--- src/rtl/slip_deser_pkg.sv ---
`timescale 1ns/1ps
package slip_deser_pkg;

    // Frame length selection
    typedef enum logic {
        FRAME_SHORT = 1'b0,
        FRAME_LONG  = 1'b1
    } frame_mode_e;

    // Serial source selection
    typedef enum logic {
        PICK_B = 1'b0,
        PICK_A = 1'b1
    } src_pick_e;

endpackage

--- src/rtl/slip_sync_edge.sv ---
`timescale 1ns/1ps
// Synchronizes an asynchronous level and emits a one-cycle pulse on its rise.
module slip_sync_edge #(
    parameter int STAGES = 2
) (
    input  logic clk,
    input  logic rst,
    input  logic async_i,
    output logic rise_o
);
    localparam int CHAIN_W = STAGES + 1;

    typedef struct packed {
        logic [CHAIN_W-1:0] chain;
    } sync_state_t;

    sync_state_t st_d, st_q;

    always_comb begin
        st_d       = st_q;
        st_d.chain = {st_q.chain[CHAIN_W-2:0], async_i};
    end

    always_ff @(posedge clk) begin
        if (rst) st_q <= '0;
        else     st_q <= st_d;
    end

    // Last synchronizer stage high, edge-history stage still low
    assign rise_o = st_q.chain[STAGES-1] & ~st_q.chain[STAGES];
endmodule

--- src/rtl/slip_frame_ctr.sv ---
`timescale 1ns/1ps
// Frame counter with count swallowing; FRAME_W and CASCADE must be powers of two.
module slip_frame_ctr
    import slip_deser_pkg::*;
#(
    parameter int FRAME_W = 4,
    parameter int CASCADE = 2
) (
    input  logic        clk,
    input  logic        rst,
    input  logic        swallow_i,
    input  frame_mode_e mode_i,
    output logic        load_o,
    output logic        div_short_o,
    output logic        div_long_o
);
    localparam int SPAN  = FRAME_W * CASCADE;
    localparam int CNT_W = $clog2(SPAN);
    localparam int SUB_W = $clog2(FRAME_W);

    typedef struct packed {
        logic [CNT_W-1:0] cnt;
        logic             div_s;
        logic             div_l;
    } ctr_state_t;

    ctr_state_t st_d, st_q;
    logic short_end, long_end, frame_end;

    always_comb begin
        st_d      = st_q;
        short_end = &st_q.cnt[SUB_W-1:0];
        long_end  = &st_q.cnt;
        frame_end = (mode_i == FRAME_LONG) ? long_end : short_end;
        if (!swallow_i) begin
            st_d.cnt = st_q.cnt + 1'b1;
        end
        // Frame clocks are high in the first half of each span
        st_d.div_s = ~st_d.cnt[SUB_W-1];
        st_d.div_l = ~st_d.cnt[CNT_W-1];
        load_o     = frame_end & ~swallow_i;
    end

    always_ff @(posedge clk) begin
        if (rst) begin
            st_q.cnt   <= '0;
            st_q.div_s <= 1'b1;
            st_q.div_l <= 1'b1;
        end else begin
            st_q <= st_d;
        end
    end

    assign div_short_o = st_q.div_s;
    assign div_long_o  = st_q.div_l;
endmodule

--- src/rtl/slip_shift_path.sv ---
`timescale 1ns/1ps
// Shift chain (newest bit at the top) and registered parallel word.
module slip_shift_path #(
    parameter int FRAME_W = 4
) (
    input  logic               clk,
    input  logic               rst,
    input  logic               bit_i,
    input  logic               load_i,
    output logic [FRAME_W-1:0] word_o,
    output logic               ser_o
);
    typedef struct packed {
        logic [FRAME_W-1:0] shreg;
        logic [FRAME_W-1:0] word;
    } path_state_t;

    path_state_t st_d, st_q;

    always_comb begin
        st_d       = st_q;
        st_d.shreg = {bit_i, st_q.shreg[FRAME_W-1:1]};
        if (load_i) begin
            st_d.word = st_d.shreg;
        end
    end

    always_ff @(posedge clk) begin
        if (rst) st_q <= '0;
        else     st_q <= st_d;
    end

    assign word_o = st_q.word;
    assign ser_o  = st_q.shreg[0];
endmodule

--- src/rtl/slip_deser.sv ---
`timescale 1ns/1ps
module slip_deser
    import slip_deser_pkg::*;
#(
    parameter int FRAME_W     = 4,
    parameter int CASCADE     = 2,
    parameter int SYNC_STAGES = 2
) (
    input  logic               clk,
    input  logic               rst,
    input  logic               ser_a_i,
    input  logic               ser_b_i,
    input  logic               src_sel_i,
    input  logic               long_mode_i,
    input  logic               sync_i,
    output logic [FRAME_W-1:0] word_o,
    output logic               ser_o,
    output logic               div_short_o,
    output logic               div_long_o
);
    src_pick_e   pick;
    frame_mode_e frame_mode;
    logic        picked_bit;
    logic        slip_pulse;
    logic        frame_load;

    assign pick       = src_pick_e'(src_sel_i);
    assign frame_mode = frame_mode_e'(long_mode_i);
    assign picked_bit = (pick == PICK_A) ? ser_a_i : ser_b_i;

    slip_sync_edge #(
        .STAGES (SYNC_STAGES)
    ) u_sync (
        .clk     (clk),
        .rst     (rst),
        .async_i (sync_i),
        .rise_o  (slip_pulse)
    );

    slip_frame_ctr #(
        .FRAME_W (FRAME_W),
        .CASCADE (CASCADE)
    ) u_ctr (
        .clk         (clk),
        .rst         (rst),
        .swallow_i   (slip_pulse),
        .mode_i      (frame_mode),
        .load_o      (frame_load),
        .div_short_o (div_short_o),
        .div_long_o  (div_long_o)
    );

    slip_shift_path #(
        .FRAME_W (FRAME_W)
    ) u_path (
        .clk    (clk),
        .rst    (rst),
        .bit_i  (picked_bit),
        .load_i (frame_load),
        .word_o (word_o),
        .ser_o  (ser_o)
    );
endmodule

--- config.mk ---
export PLATFORM = sky130hd
export DESIGN_NAME = slip_deser
export DESIGN_NICKNAME = d
export VERILOG_FILES = /design/src/rtl/slip_deser_pkg.sv /design/src/rtl/slip_sync_edge.sv /design/src/rtl/slip_frame_ctr.sv /design/src/rtl/slip_shift_path.sv /design/src/rtl/slip_deser.sv
export SDC_FILE = /design/constraint.sdc
export NUM_CORES = 1
export LEC_CHECK = 0
export ABC_AREA = 1
export BUFFER_PORTS_ARGS = -buffer_cell sky130_fd_sc_hd__buf_2
export CORE_AREA = 4 4 41 43
export DETAILED_ROUTE_END_ITERATION = 12
export DIE_AREA = 0 0 45 47
export GPL_ROUTABILITY_DRIVEN = 0
export HOLD_SLACK_MARGIN = 0.02
export PLACE_DENSITY = 0.78
export SLEW_MARGIN = 30
export SYNTH_ARGS = -nofsm -noshare
export SYNTH_HDL_FRONTEND = slang
export SYNTH_SLANG_ARGS = --single-unit
--- constraint.sdc ---
create_clock -name clk -period 1.44 [get_ports clk]
set_input_delay 0.144 -clock clk [delete_from_list [all_inputs] [get_ports clk]]
set_output_delay 0.144 -clock clk [all_outputs]
set_load 0.005 [all_outputs]
# Word-level counts from Yosys, hierarchy flattened
# Index checks and enable logic that the tools add are counted.
dict set report word_totals {
  ff_bits 16
  input_bits 7
  word_cells 19
}
dict set report classes {
  n_addsub 1
  n_mux 3
  n_bitwise 6
  n_reduce_logical 2
}
# operator count
set op_table {}
lappend op_table {{1-bit NOT} 4}
lappend op_table {{3-bit by 1-bit adder with 3-bit output, second input constant} 1}
lappend op_table {{3-bit two-way mux} 1}
lappend op_table {{3-bit AND reduction} 1}
lappend op_table {{1-bit AND} 2}
lappend op_table {{1-bit two-way mux} 2}
lappend op_table {{2-bit AND reduction} 1}

# Logic depth before layout (Yosys ltp)
# Gate-level depths: netlist of the first run.
dict set report depth {
  depth_word 4
  ltp_mapped 6
  depth_no_buf 6
}

# Modules after synthesis
# Synthesis of the first run repeated with hierarchy kept, for this count alone.
dict set report hier_totals {
  hier_cells 77
  area_unflattened_um2 603.1
}
# mod n_inst cells_each area_each_um2 seq_area_each_um2
set modules_own_cells {}
lappend modules_own_cells {slip_shift_path 1 34 277.8 160.2}
lappend modules_own_cells {slip_frame_ctr 1 29 224.0 100.1}
lappend modules_own_cells {slip_sync_edge 1 10 86.3 60.1}
lappend modules_own_cells {slip_deser 1 4 15.0 0.0}

# Worst setup path before layout of the first run
# Ideal clock, no wire load.
dict set report synth_path {
  path_type {register to register}
  from {reg u_ctr.st_q[2] (netlist name)}
  to {reg u_path.st_q, in the netlist u_path.word_o[3]}
  setup_time_ps 110
  arrival_time_ps 855
  required_time_ps 1330
  setup_slack_ps 475
  path_stages_with_launch 7
  period_less_slack_ps 965
  cell_sequence {dfxtp_1 -> ha_1 -> inv_1 -> a21oi_1 -> nand3_1 -> nand2_1 -> nor2_1}
}
dict set report synth_via {
  elab_chain_cells 3
  elab_cells_between_ends 4
  cone_classes {1 x mux; 1 x bitwise; 2 x reduce/logical}
}
# item line_no
set synth_rtl {}
lappend synth_rtl {{start: declaration} slip_frame_ctr.sv:27} ;# ctr_state_t st_d, st_q;
lappend synth_rtl {{start signal: assignment} slip_frame_ctr.sv:50} ;# st_q <= st_d;
lappend synth_rtl {{3-bit AND reduction / 2-bit AND reduction (equally long branches)} {slip_frame_ctr.sv:33, slip_frame_ctr.sv:32}}
lappend synth_rtl {{1-bit two-way mux (*)} slip_frame_ctr.sv:34} ;# frame_end = (mode_i == FRAME_LONG) ? long_end : short_end;
lappend synth_rtl {{1-bit AND (*)} slip_frame_ctr.sv:41} ;# load_o = frame_end & ~swallow_i;
lappend synth_rtl {{end signal: assignment} slip_shift_path.sv:30} ;# else st_q <= st_d;
lappend synth_rtl {{end: declaration} slip_shift_path.sv:18} ;# path_state_t st_d, st_q;
# Every way passes the cells marked *; elsewhere a longest branch is shown, timed or not.
# A chain may end at the register's enable or synchronous reset.

# Worst setup path in the final report of the first run
# Same ends and word-level chain as after synthesis.

==> impl_metrics.env, run 1 <==
export IMPL_outcome="completed"
export IMPL_hold_class="in2reg"
export IMPL_cp_top_family="flip-flops"
export IMPL_drc=0
export IMPL_grt_max_degree=9
export IMPL_tritoncts="built"
export IMPL_dieArea_um2=2115
export IMPL_antenna_found_initial=0
export IMPL_cp_num_buf_inv=1
export IMPL_worstPathArrival_ps=1230
export IMPL_drt_wl_total_um=869
export IMPL_setup_viol=0
export IMPL_async_reset_ff_share_pct=0
export IMPL_synth_area_um2=613.1
export IMPL_cp_end_kind="flip-flop"
export IMPL_synth_top_cell_area_share_pct=52.24
export IMPL_critPathKind="reg2reg"
export IMPL_min_path_cells=3
export IMPL_place_area_um2=689.4
export IMPL_synth_warning_count=0
export IMPL_relSlewSlack_pct=88.72
export IMPL_cts_clk_slew_worst_paths_ps=80
export IMPL_core_um2=1301
export IMPL_yosys_most_used_dff="dfxtp_1"
export IMPL_ant_nets=0
export IMPL_synthTopCellsByArea="dfxtp_1 52%, inv_1 12%, nor2_1 9.2%, nand2_1 8.0%, ha_1 4.1%"
export IMPL_p_per_area_nw_per_um2=1102
export IMPL_htree_levels=1
export IMPL_area_growth_synth_to_final_pct=16.12
export IMPL_path_cells="ha_1 -> inv_1 -> a21oi_1 -> nand3_1 -> nand2_1 -> nor2_1"
export IMPL_cts_sinks=16
export IMPL_wl_per_cell_um=7.972
export IMPL_drive_gt1_share_pct=23.40
export IMPL_yosysTopAreaCell="dfxtp_1"
export IMPL_finalHoldViolations=0
export IMPL_vdd_drop_max_mv=0.6897
export IMPL_cp_slowest_cell="dfxtp_1"
export IMPL_crit_required_ps=1620
export IMPL_utilization_pct=54.71
export IMPL_dr_pass1_iters=3
export IMPL_syn_nets=88
export IMPL_fmax_mhz=954.7
export IMPL_crit_fanout=4
export IMPL_max_stage_delay_ps=380
export IMPL_startpoint_type="flip-flop"
export IMPL_cp_num_cells=6
export IMPL_routed_via_density=4.312
export IMPL_yosys_cell_types_count=14
export IMPL_dp_hpwl_um=655.3
export IMPL_cts_hold_buf=0
export IMPL_grt_pass1_vias=385
export IMPL_numCtsBuffers=3
export IMPL_synth_edff_count=0
export IMPL_initial_core_util_pct=47.12
export IMPL_yosysMostFrequentCell="inv_1"
export IMPL_gr_total_overflow=0
export IMPL_leakage_uw=0.0003821
export IMPL_syn_avg_cell_area_um2=7.761
export IMPL_rsz0062_at_grt="no"
export IMPL_tightest_slew_ps=168.7
export IMPL_die_w_um=45
export IMPL_synth_common_cells="19 x inv_1, 16 x dfxtp_1, 15 x nor2_1"
export IMPL_cts_setup_buffers=0
export IMPL_io_pins=14
export IMPL_max_clock_path_buffers=2
export IMPL_drtIter0Drc=6
export IMPL_row_count=13
export IMPL_fin_crit_ps=1047
export IMPL_grt_pass1_wl_mm=1.435
export IMPL_nNetsFinal=105
export IMPL_cts_root_buf="clkbuf_4"
export IMPL_tns_ps=0
export IMPL_fin_skew_ps=0.8969
export IMPL_cap_viol_max_count=0
export IMPL_vias=470
export IMPL_port_buffers=13
export IMPL_diodes=0
export IMPL_reg2regPathDepth=6
export IMPL_fin_crit_sh_pct=72.74
export IMPL_finalPower_uw=784.6
export IMPL_final_max_slew_viol_count=0
export IMPL_clk_latency_ps=280
export IMPL_synthCells=79
export IMPL_yosysSeqAreaShare_pct=52.24
export IMPL_track_usage_pct=9.554
export IMPL_die_height_um=47
export IMPL_cts_resized=0
export IMPL_fin_area_um2=711.9
export IMPL_yosys_register_bits=16
## per-stage QoR
stage | hold slack (ps) | setup slack [ps] | instances
2_1_floorplan | 251.0 | 475.3 | 79
3_3_place_gp | 348.0 | 452.8 | 106
3_5_place_dp | 359.8 | 402.2 | 106
4_1_cts | 63.55 | 389.1 | 109
5_1_grt | 74.87 | 283.3 | 109
6_report | 65.49 | 392.6 | 109
## worst register-to-register path, delay by kind of cell, from the launching register on
kind            cells  cell delay [ps]
simple gates        3              170
fa+ha+maj           1              230
buf+inv             1               60
flops               1              380
compound gates      1              110
## worst paths after layout
path | end | from | slack, ps
max | u_path.word_o[3] | u_ctr.st_q[2] | 390
min | u_sync.st_q[0] | sync_i | 70
max reg2reg | u_path.word_o[3] | u_ctr.st_q[2] | 390
min reg2reg | u_sync.st_q[1] | u_sync.st_q[0] | 410
## flip-flops by register name (all words and copies together) (netlist names), named ones only
register	count
u_ctr.st_q	2
u_path.word_o	4
u_sync.st_q	3
u_ctr.div_long_o	1
u_path.st_d	3
u_path.ser_o	1
u_ctr.div_short_o	1
## cells by family (layout without fill, tap and decap cells)
family                     after synthesis  after routing  synth area share [%]
adders and majority gates                2              2                 4.081
AOI/OAI and AO/OA                        4              4                 3.264
DFF                                     16             16                 52.25
and+or+nand+nor                         35             35                 26.33
buffers and inverters                   22             37                 14.08
## cell type report
type	instances	area, um2
clock buffer	3	22.52
fill	130	589.3
inverter	21	78.83
multi-input combinational	41	206.4
sequential	16	320.3
tap	15	18.77
timing repair buffer	13	65.06
## power breakdown
group	internal, uW	switching [uW]
Combinational	37.0	48.4
Clock	97.0	122
Sequential	469	12.1
## layout by cell type (no fill, tap or decap), drive strengths merged
cell type	Yosys	final
a21oi	3	3
buf	1	13
clkbuf	0	3
dfxtp	16	16
ha	2	2
inv	21	21
nand2	15	15
nand3	4	4
nor2	15	15
o21ai	1	1
or2	1	1
## per-layer routing
metal / GRT usage (%) / vias up / wire (um)
met5: 0 / - / 0
met4: 8.772 / 0 / 22
met3: 2.299 / 4 / 66
met2: 15.54 / 12 / 403
met1: 10.23 / 196 / 376
li1: - / 258 / -
Power figures use the tool's default switching activity.
==> inputs of run 2 (changes only) <==
Clock period 1.44 ns to 1 ns, I/O delays scaled along.
==> impl_metrics.env, run 2 (synthesis gave the netlist of run 1 again) <==
export IMPL_startpoint_type="flip-flop"
export IMPL_fin_skew_ps=0.5936
export IMPL_dieArea_um2=2115
export IMPL_drive_gt1_share_pct=30.93
export IMPL_grt_pass1_vias=434
export IMPL_io_pins=14
export IMPL_largest_register_ff_count=4
export IMPL_relSlewSlack_pct=88.80
export IMPL_cap_viol_max_count=0
export IMPL_cts_root_buf="clkbuf_4"
export IMPL_vias=460
export IMPL_cp_top_family="flip-flops"
export IMPL_die_w_um=45
export IMPL_initial_core_util_pct=47.12
export IMPL_routed_via_density=4.107
export IMPL_dpl_worst_slack_ps=-20.99
export IMPL_htree_levels=1
export IMPL_fin_crit_ps=948.5
export IMPL_grt_max_degree=10
export IMPL_cp_slowest_cell="dfxtp_2"
export IMPL_max_stage_delay_ps=370
export IMPL_drt_wl_total_um=971
export IMPL_max_clock_path_buffers=2
export IMPL_antenna_found_initial=0
export IMPL_diodes=0
export IMPL_crit_required_ps=1190
export IMPL_critPathKind="reg2reg"
export IMPL_outcome="completed"
export IMPL_tritoncts="built"
export IMPL_rsz0062_at_grt="yes"
export IMPL_die_height_um=47
export IMPL_p_per_area_nw_per_um2=1642
export IMPL_cp_end_kind="flip-flop"
export IMPL_port_buffers=13
export IMPL_numCtsBuffers=3
export IMPL_finalPower_uw=1259
export IMPL_setup_viol=0
export IMPL_final_cells=112
export IMPL_most_common_layout_cells="18 x inv_1, 14 x nor2_1, 14 x dfxtp_1"
export IMPL_grt_pass1_wl_mm=1.718
export IMPL_drtIter0Drc=0
export IMPL_tightest_slew_ps=167.4
export IMPL_nNetsFinal=107
export IMPL_cts_clk_slew_worst_paths_ps=90
export IMPL_path_cells="ha_4 -> inv_2 -> a21oi_2 -> nand3_1 -> nand2_1 -> nor2_1"
export IMPL_cts_setup_buffers=0
export IMPL_mostFrequentLayoutCell="inv_1"
export IMPL_track_usage_pct=12.15
export IMPL_cts_sinks=16
export IMPL_gr_total_overflow=0
export IMPL_crit_fanout=3
export IMPL_core_um2=1301
export IMPL_place_area_um2=696.9
export IMPL_fin_crit_sh_pct=94.85
export IMPL_cp_num_buf_inv=1
export IMPL_clk_latency_ps=280
export IMPL_hold_class="in2reg"
export IMPL_wl_per_cell_um=8.670
export IMPL_leakage_uw=0.0003984
export IMPL_fmax_mhz=1054
export IMPL_fin_ws_ps=51.53
export IMPL_drc=0
export IMPL_finalHoldViolations=0
export IMPL_dp_cells=107
export IMPL_final_max_slew_viol_count=0
export IMPL_worstPathArrival_ps=1140
export IMPL_dp_hpwl_um=709.9
export IMPL_fillers=131
export IMPL_fin_area_um2=767.0
export IMPL_dr_pass1_iters=1
export IMPL_area_growth_synth_to_final_pct=25.10
export IMPL_ant_nets=0
export IMPL_row_count=13
export IMPL_vdd_drop_max_mv=0.9726
[run 2: through the flow]
| stage | util (%) | TNS [ps] | hold slack (ps) |
|---|---|---|---|
| 6_report | 58.94 | 0 | 82.97 |
| 3_5_place_dp | 53.56 | -20.99 | 314.9 |
| 3_3_place_gp | 53.56 | 0 | 303.5 |
| 5_1_grt | 58.94 | -41.09 | 69.49 |
| 2_1_floorplan | - | 0 | 207.0 |
| 4_1_cts | 57.50 | 0 | 73.14 |
[run 2: final cells by class]
cell class	instances	area, um2	share of cell area [%]
multi-input cells	41	225.2	29.36
inverters	21	78.83	10.28
clock buffers	4	36.28	4.731
repair buffers	15	82.58	10.77
well taps	15	18.77	2.447
flip-flops and latches	16	325.3	42.41
[run 2: path summary, 6_finish.rpt]
kind / from / endpoint / slack (ps) / depth (start not counted)
worst min-delay path: rst / u_path.ser_o / 80 / 2
worst max-delay path: u_ctr.st_q[3] / u_path.word_o[3] / 50 / 6
worst max register to register: u_ctr.st_q[3] / u_path.word_o[3] / 50 / 6
worst min register to register: u_sync.st_q[0] / u_sync.st_q[1] / 410 / 2
[run 2: repair_timing]
action	CTS	global route
resized for setup	3	5
hold buffers	1	0
endpoints found under the setup margin	1	4
endpoints found under the hold margin	1	0
pin swaps	0	4
[run 2: routing by layer]
metal	vias up	wire length (um)	global-route usage, %
li1	261	-	-
met1	188	427	13.63
met2	9	470	18.08
met3	2	55	2.299
met4	0	17	14.04
met5	-	0	0
[run 2: power breakdown]
group / total (uW) / leakage [uW] / switching, uW / internal [uW]
sequential: 698 / 0.000132 / 21.9 / 676
combinational: 144 / 0.000245 / 76.1 / 67.7
clock: 417 / 0.0000210 / 196 / 222
[run 2: worst reg2reg max path, stage by stage, from the launching register on]
cell and delay (ps):
dfxtp_2 370, ha_4 160, inv_2 40, a21oi_2 90, nand3_1 90, nand2_1 70
nor2_1 40
==> inputs of run 3 (changes only) <==
Settings changed: ABC_AREA 1 to unset, GPL_TIMING_DRIVEN set to 0, PLACE_DENSITY 0.78 to 0.77.
==> impl_metrics.env, run 3 <==
export IMPL_outcome="finished with violations"
export IMPL_violations="negative setup slack"
export IMPL_fin_crit_sh_pct=102.5
export IMPL_cts_hold_buf=0
export IMPL_grt_pass1_wl_mm=1.476
export IMPL_diodes=0
export IMPL_gr_total_overflow=0
export IMPL_dp_hpwl_um=664.4
export IMPL_tritoncts="built"
export IMPL_vias=379
export IMPL_grt_max_degree=11
export IMPL_yosysSeqAreaShare_pct=52.67
export IMPL_synth_area_um2=608.1
export IMPL_drc=0
export IMPL_drtIter0Drc=2
export IMPL_final_max_slew_viol_count=0
export IMPL_setup_viol=4
export IMPL_yosys_register_bits=16
export IMPL_yosys_cell_types_count=17
export IMPL_place_area_um2=711.9
export IMPL_largest_register_ff_count=4
export IMPL_core_um2=1301
export IMPL_cts_root_buf="clkbuf_4"
export IMPL_synth_warning_count=0
export IMPL_numCtsBuffers=3
export IMPL_track_usage_pct=9.952
export IMPL_yosysTopAreaCell="dfxtp_1"
export IMPL_routed_via_density=4.738
export IMPL_die_height_um=47
export IMPL_leakage_uw=0.0003666
export IMPL_async_reset_ff_share_pct=0
export IMPL_relSlewSlack_pct=88.75
export IMPL_synth_xor_xnor_area_share_pct=1.440
export IMPL_synth_compound_area_share_pct=4.115
export IMPL_cts_clk_slew_worst_paths_ps=80
export IMPL_area_growth_synth_to_final_pct=24.90
export IMPL_die_w_um=45
export IMPL_dpl_worst_slack_ps=-49.71
export IMPL_cp_end_kind="flip-flop"
export IMPL_synth_simple_gate_area_share_pct=22.63
export IMPL_fmax_mhz=975.7
export IMPL_fin_area_um2=759.5
export IMPL_fin_skew_ps=4.688
export IMPL_most_common_layout_cells="13 x buf_2, 11 x dfxtp_1, 6 x nor2b_1"
export IMPL_drive_gt1_share_pct=52.31
export IMPL_fin_ws_ps=-24.94
export IMPL_utilization_pct=58.37
export IMPL_drt_wl_total_um=896
export IMPL_synthMuxAreaShare_pct=13.17
export IMPL_fin_crit_ps=1025
export IMPL_vdd_drop_max_mv=1.221
export IMPL_synthCells=48
export IMPL_ant_nets=0
export IMPL_hold_class="in2reg"
export IMPL_crit_fanout=4
export IMPL_syn_nets=57
export IMPL_yosysMostFrequentCell="dfxtp_1"
export IMPL_rsz0062_at_grt="yes"
export IMPL_max_clock_path_buffers=2
export IMPL_yosys_most_used_dff="dfxtp_1"
export IMPL_synth_edff_count=0
export IMPL_mostFrequentLayoutCell="buf_2"
export IMPL_syn_avg_cell_area_um2=12.67
export IMPL_cts_sinks=16
export IMPL_hold_ws_ps=38.56
export IMPL_startpoint_type="flip-flop"
export IMPL_antenna_found_initial=0
export IMPL_critPathKind="reg2reg"
export IMPL_finalHoldViolations=0
export IMPL_dieArea_um2=2115
export IMPL_nNetsFinal=76
export IMPL_io_pins=14
export IMPL_tightest_slew_ps=164.0
export IMPL_fillers=121
export IMPL_synth_top_family_by_area="simple AND/OR/NAND/NOR gates"
export IMPL_synth_common_cells="16 x dfxtp_1, 6 x nor2b_1, 4 x and2b_1, 4 x mux2_4, 3 x nor2_1"
export IMPL_wl_per_cell_um=11.20
export IMPL_synthAdderAreaFrac_pct=4.115
export IMPL_crit_required_ps=1170
export IMPL_dr_pass1_iters=4
export IMPL_htree_levels=1
export IMPL_synth_top_cell_area_share_pct=52.67
export IMPL_grt_pass1_vias=361
export IMPL_worstPathArrival_ps=1190
export IMPL_clk_latency_ps=270
export IMPL_synthTopCellsByArea="dfxtp_1 53%, mux2_4 9.9%, nor2b_1 6.2%, and2b_1 4.9%, ha_1 4.1%"
export IMPL_p_per_area_nw_per_um2=1499
export IMPL_port_buffers=13
export IMPL_cap_viol_max_count=0
export IMPL_row_count=13
export IMPL_initial_core_util_pct=46.73
-- run 3: changes by cell type in the layout (fill, tap and decap cells not counted), sizes merged, moves of 3 or more --
cell | previous run | this run
nand3 | 4 | 1
nor2b | 0 | 6
mux2 | 0 | 4
nor2 | 15 | 3
a21oi | 3 | 0
and2b | 0 | 5
nand2 | 15 | 0
inv | 21 | 0
-- run 3: area by class of cell --
type                    count  area (um2)  area share, %
flip-flops and latches     16       329.1          43.33
clock buffers               3       22.52          2.965
multi-input cells          31       305.3          40.20
plain buffers               1       11.26          1.483
repair buffers             14       72.57          9.555
well taps                  15       18.77          2.471
-- run 3: where the power goes --
group          internal (uW)  switching (uW)  total [uW]
registers                675            21.0         696
clock network            139             174         313
logic                   77.1            52.2         129
-- run 3: worst paths after layout --
check | startpoint | end | slack (ps) | cells after the start
setup / recovery | u_ctr.st_q[3] | u_path.word_o[3] | -20 | 3
hold / removal | sync_i | u_sync.st_q[0] | 40 | 2
hold reg to reg | u_sync.st_q[0] | u_sync.st_q[1] | 440 | 1
setup reg to reg | u_ctr.st_q[3] | u_path.word_o[3] | -20 | 3
-- run 3: repair_timing --
action / CTS / global route
setup buffers: 1 / 0
resized for setup: 4 / 3
pin swaps: 1 / 0
setup endpoints to repair: 6 / 7
-- run 3: stage by stage --
step,setup TNS [ps],total power [uW],instances
2_1_floorplan,0,789.5,48
3_3_place_gp,-151.4,825.3,76
3_5_place_dp,-190.8,834.3,76
4_1_cts,-169.9,1161,80
5_1_grt,-260.4,1198,80
6_report,-79.73,1139,80
-- run 3: kinds of logic (layout without fill, tap and decap cells) --
| family | count (synthesis) | after routing |
|---|---|---|
| compound gates | 3 | 3 |
| xor+xnor | 1 | 1 |
| fa+ha+maj | 2 | 2 |
| buf+inv | 1 | 18 |
| flops | 16 | 16 |
| mux | 6 | 6 |
| simple gates | 19 | 19 |
-- run 3: layer usage --
layer | share of wire [%] | wire, um | vias up | GRT usage, %
li1 | - | - | 192 | -
met1 | 42 | 374 | 176 | 10.00
met2 | 51 | 461 | 11 | 17.23
met3 | 6.7 | 60 | 0 | 5.747
met4 | 0 | 0 | 0 | 3.509
met5 | 0 | 0 | - | 0
-- run 3: worst max-delay path, stage by stage, from the launching register on --
cell     delay, ps
dfxtp_4        360
ha_4           160
nand3_4         90
mux2_4         300
